===== config.mk =====
export PLATFORM = sky130hd
export DESIGN_NAME = slice_alu
export DESIGN_NICKNAME = d
export VERILOG_FILES = /design/src/rtl/slice_alu_pkg.sv /design/src/rtl/slice_alu_opnd_mux.sv /design/src/rtl/slice_alu_fa.sv /design/src/rtl/slice_alu_bit.sv /design/src/rtl/slice_alu.sv
export SDC_FILE = /design/constraint.sdc
export NUM_CORES = 1
export LEC_CHECK = 0
export CORE_AREA = 2 2 39 41
export DETAILED_ROUTE_END_ITERATION = 8
export DIE_AREA = 0 0 41 43
export PLACE_DENSITY = 0.7
export REMOVE_ABC_BUFFERS = 1
export SLEW_MARGIN = 5
export SYNTH_ARGS = -nofsm -noshare
export SYNTH_HDL_FRONTEND = slang
export SYNTH_SLANG_ARGS = --single-unit

===== constraint.sdc =====
create_clock -name vclk -period 2.9
set_input_delay 0.435 -clock vclk [all_inputs]
set_output_delay 0.435 -clock vclk [all_outputs]
set_load 0.02 [all_outputs]

===== src/rtl/slice_alu_pkg.sv =====
package slice_alu_pkg;

   // Second adder operand chosen by op[1:0] in arithmetic mode
   typedef enum logic [1:0] {
      OPND_ONES = 2'b00,
      OPND_B    = 2'b01,
      OPND_NB   = 2'b10,
      OPND_ZERO = 2'b11
   } opnd_sel_e;

   // Bitwise function chosen by op[1:0] in logic mode
   typedef enum logic [1:0] {
      LOG_AND  = 2'b00,
      LOG_XOR  = 2'b01,
      LOG_XNOR = 2'b10,
      LOG_OR   = 2'b11
   } logic_sel_e;

   localparam int OP_W = 3;

endpackage


===== src/rtl/slice_alu_opnd_mux.sv =====
module slice_alu_opnd_mux
   import slice_alu_pkg::*;
(
   input  logic       b_i,
   input  logic [1:0] sel_i,
   output logic       opnd_o
);

   always_comb begin
      unique case (opnd_sel_e'(sel_i))
         OPND_ONES: opnd_o = 1'b1;
         OPND_B:    opnd_o = b_i;
         OPND_NB:   opnd_o = ~b_i;
         OPND_ZERO: opnd_o = 1'b0;
         default:   opnd_o = 1'b0;
      endcase
   end

endmodule


===== src/rtl/slice_alu_fa.sv =====
module slice_alu_fa (
   input  logic x_i,
   input  logic y_i,
   input  logic c_i,
   output logic s_o,
   output logic c_o
);

   logic half;

   assign half = x_i ^ y_i;
   assign s_o  = half ^ c_i;
   assign c_o  = (x_i & y_i) | (half & c_i);

endmodule


===== src/rtl/slice_alu_bit.sv =====
module slice_alu_bit
   import slice_alu_pkg::*;
(
   input  logic            a_i,
   input  logic            b_i,
   input  logic [OP_W-1:0] op_i,
   input  logic            cin_i,
   output logic            y_o,
   output logic            cout_o
);

   logic opnd;
   logic sum;
   logic lres;

   slice_alu_opnd_mux u_mux (
      .b_i    (b_i),
      .sel_i  (op_i[1:0]),
      .opnd_o (opnd)
   );

   slice_alu_fa u_fa (
      .x_i (a_i),
      .y_i (opnd),
      .c_i (cin_i),
      .s_o (sum),
      .c_o (cout_o)
   );

   always_comb begin
      unique case (logic_sel_e'(op_i[1:0]))
         LOG_AND:  lres = a_i & b_i;
         LOG_XOR:  lres = a_i ^ b_i;
         LOG_XNOR: lres = ~(a_i ^ b_i);
         LOG_OR:   lres = a_i | b_i;
         default:  lres = 1'b0;
      endcase
   end

   assign y_o = op_i[2] ? lres : sum;

endmodule


===== src/rtl/slice_alu.sv =====
module slice_alu
   import slice_alu_pkg::*;
#(
   parameter int WIDTH = 4
) (
   input  logic [WIDTH-1:0] a_i,
   input  logic [WIDTH-1:0] b_i,
   input  logic [OP_W-1:0]  op_i,
   output logic [WIDTH-1:0] y_o,
   output logic             cout_o
);

   localparam int CHAIN_W = WIDTH + 1;

   generate
      if (WIDTH < 1) begin : g_bad_width
         $error("slice_alu: WIDTH must be at least 1");
      end
   endgenerate

   logic [CHAIN_W-1:0] carry;

   // Carry into the lowest slice is the middle opcode bit itself
   assign carry[0] = op_i[1];

   generate
      for (genvar i = 0; i < WIDTH; i++) begin : g_slice
         slice_alu_bit u_bit (
            .a_i    (a_i[i]),
            .b_i    (b_i[i]),
            .op_i   (op_i),
            .cin_i  (carry[i]),
            .y_o    (y_o[i]),
            .cout_o (carry[i+1])
         );
      end
   endgenerate

   assign cout_o = op_i[2] ? 1'b0 : carry[WIDTH];

endmodule


==> results.txt <==
Total power density per cell area: 185 nW/um^2. The die is 43 um tall. The checks that failed: negative setup slack. Counting instances, the worst hold path has a depth of 4.

The first global-routing pass estimated 1.94 mm of wire. The largest fanout on the critical path works out to 2. The via count of the first global-routing pass is 511. The final weighted congestion of routability-driven global placement came out at 0.758.

The smallest clock period supported by the final layout is computed as 3090 ps. The run gives 0.361 as the starting density of the core. The logs give 0.151 for the overall global routing resource usage and 0 for the count of final hold-check violations.

The average via count per standard cell works out to 4.76. Highest-delay cell along the critical path: sky130_fd_sc_hd__fa_1. Summing internal, switching and leakage power gives 0.134 mW. With fillers left out, the area of the finished cells amounts to 722 sq um. The number of antenna diodes in the final layout is 0. Entering global routing, the biggest net connects 15 pins. The final cycle utilization of the critical path came out at 1.06.

Number of port buffers: 16. Yosys attributes the largest share of cell area to sky130_fd_sc_hd__ha_1, sky130_fd_sc_hd__fa_1, sky130_fd_sc_hd__inv_1. Summing all flip-flop and latch instances after layout gives 0 sq um. The width of the die is 41 um, and the placed wire-length estimate is 927 um. The share of the synthesized area in the top cell type was 0.201.

After the last flow step, the layout net total stands at 107. Ratio of cells with drive above 1 in the final layout: 0.439. The routed design has 1.06 mm of wire. The worst setup path is captured at a primary output. The run finished, with violations left.

During synthesis, Yosys emitted a total of 0 warnings. The data required time at the worst endpoint was 2470 ps. The slew at the pin closest to its max-slew limit came out at 452 ps. The cell seen most often among critical-path stages is sky130_fd_sc_hd__fa_2.

Compared with the post-synthesis result, the final layout area differs by 44.6%. Most common cell after layout, fill and taps aside: sky130_fd_sc_hd__buf_4. The average cell area after synthesis was 8.05 sq um; the tightest slew margin relative to the limit was 0.698.

In the final routed layout, each cell accounts on average for 10.8 um. The logs give 499 sq um for the cell area after synthesis and 0 for the number of hold-repair buffers added at the cts stage. The top cell types in the final layout, fill and taps aside, are sky130_fd_sc_hd__buf_4, sky130_fd_sc_hd__inv_1, sky130_fd_sc_hd__ha_1, sky130_fd_sc_hd__clkdlybuf4s50_1, sky130_fd_sc_hd__nand2_1.

Summed over all layers, the global routing overflow is 0. The final hold slack is 1380 ps. For this run, the top clock speed supported by timing is 324 MHz. The tools report the total setup buffers inserted after CTS as 0.

The total setup violations reported at the end of the flow came out at 1. The die footprint was 1760 sq um; the peak supply drop was 104 uV. STA classifies the critical path startpoint as an input port. The run gives 0 as the post-detailed-route count of antenna-violating nets. The routed layout has 466 vias. For this run, the slowest stage of the critical path takes 460 ps.

The cell count after synthesis was 62; the number of max-capacitance violations reported was 0. The clock buffers instantiated in the layout total 0. The design has 0 sequential cells.

The worst setup margin came out at -188 ps. Violation count after the first detailed-routing iteration: 1. Setup repair after global routing could not meet its margin everywhere.

The path class of the tightest hold or removal check is in2out. The critical path goes through buf_8 -> mux2i_4 -> fa_2 -> inv_2 -> fa_2 -> fa_2 -> fa_1 -> nor2b_4 -> a311oi_2 -> buf_4. The first detailed-routing pass ran for 2 iterations.

The run gives 16 as the top-level I/O count. The count of unique library cells instantiated by Yosys was 20. The tools report the area of placed instances as 703 sq um. After detailed routing, the number of remaining DRC violations is 0. The floorplan has 14 rows. For the number of slew-limit violations in the final report, the log shows 0. The number of antenna violations at the first check in global routing is 0.

The analysis attributes to cell leakage a power of 0.357 nW. The proportion of synthesized chip area in sequential cells was 0. The run gives 2650 ps as the data arrival time at the worst-slack endpoint.

Summed over all instances, the cell type with the most area after synthesis is sky130_fd_sc_hd__ha_1. The run gives 1380 sq um as the core footprint. The critical path is of the in2out type.
## Yosys cell counts
cell	count
sky130_fd_sc_hd__buf_6	1
sky130_fd_sc_hd__buf_8	1
sky130_fd_sc_hd__o221ai_1	1
sky130_fd_sc_hd__nand2_1	4
sky130_fd_sc_hd__ha_1	8
sky130_fd_sc_hd__or2_2	3
sky130_fd_sc_hd__nand2b_2	1
sky130_fd_sc_hd__o21ai_0	3
sky130_fd_sc_hd__mux2i_1	2
sky130_fd_sc_hd__a311oi_1	3
sky130_fd_sc_hd__nand2_2	3
sky130_fd_sc_hd__buf_2	2
sky130_fd_sc_hd__a21oi_1	3
sky130_fd_sc_hd__fa_1	4
sky130_fd_sc_hd__nor2_1	1
sky130_fd_sc_hd__buf_4	4
sky130_fd_sc_hd__o2111ai_1	1
sky130_fd_sc_hd__inv_1	11
sky130_fd_sc_hd__mux2_2	3
sky130_fd_sc_hd__nor2b_1	3
## worst paths after layout
path / endpoint / start / slack [ps]
max: y_o[3] / b_i[0] / -190
min: y_o[2] / op_i[0] / 1380
## where the power goes
part           internal, mW  leakage (nW)  switching [mW]
clock                     0             0               0
combinational        0.0704         0.357          0.0633
sequential                0             0               0
total                0.0704         0.357          0.0633
## logic make-up (layout without fill, tap and decap cells)
kind of cell / count (synthesis) / in the layout / share of synthesized area
AO/OA/AOI/OAI: 11 / 11 / 0.148
adder cells (fa/ha/maj): 12 / 12 / 0.361
buffers and inverters: 19 / 39 / 0.216
multiplexers: 5 / 5 / 0.108
AND/OR/NAND/NOR: 15 / 15 / 0.168
## layout make-up
type | count | area (sq um)
tap | 16 | 20.0
timing repair buffer | 28 | 231
inverter | 11 | 41.3
fill | 141 | 662
multi-input combinational | 43 | 429
## per-stage QoR
step	setup TNS [ps]	util	worst slack, ps	std cells
CTS	-293	0.509	-293	98
detailed placement	-3280	0.508	-1140	98
global placement	-3020	0.508	-1070	98
global route	-291	0.522	-291	98
finish	-188	0.522	-188	98
floorplan	-232	-	-232	54
## routing by layer
layer / global-route usage / vias to the layer above / part of all wire
li1: - / 239 / -
met1: 0.165 / 211 / 0.38
met2: 0.284 / 14 / 0.57
met3: 0.0209 / 2 / 0.043
met4: 0.0267 / 0 / 0.0094
met5: 0 / - / 0
## what timing repair did
item | CTS | global route
setup endpoints to repair | 4 | 2
resized for setup | 41 | 5
pin swaps | 4 | 5
## critical path: cells and delay by family
kind            cells  cell delay (ps)
buf+inv             3              300
compound gates      1              210
fa+ha+maj           4             1360
mux                 1              220
simple gates        1              130
(Power assumes the default switching activity.)
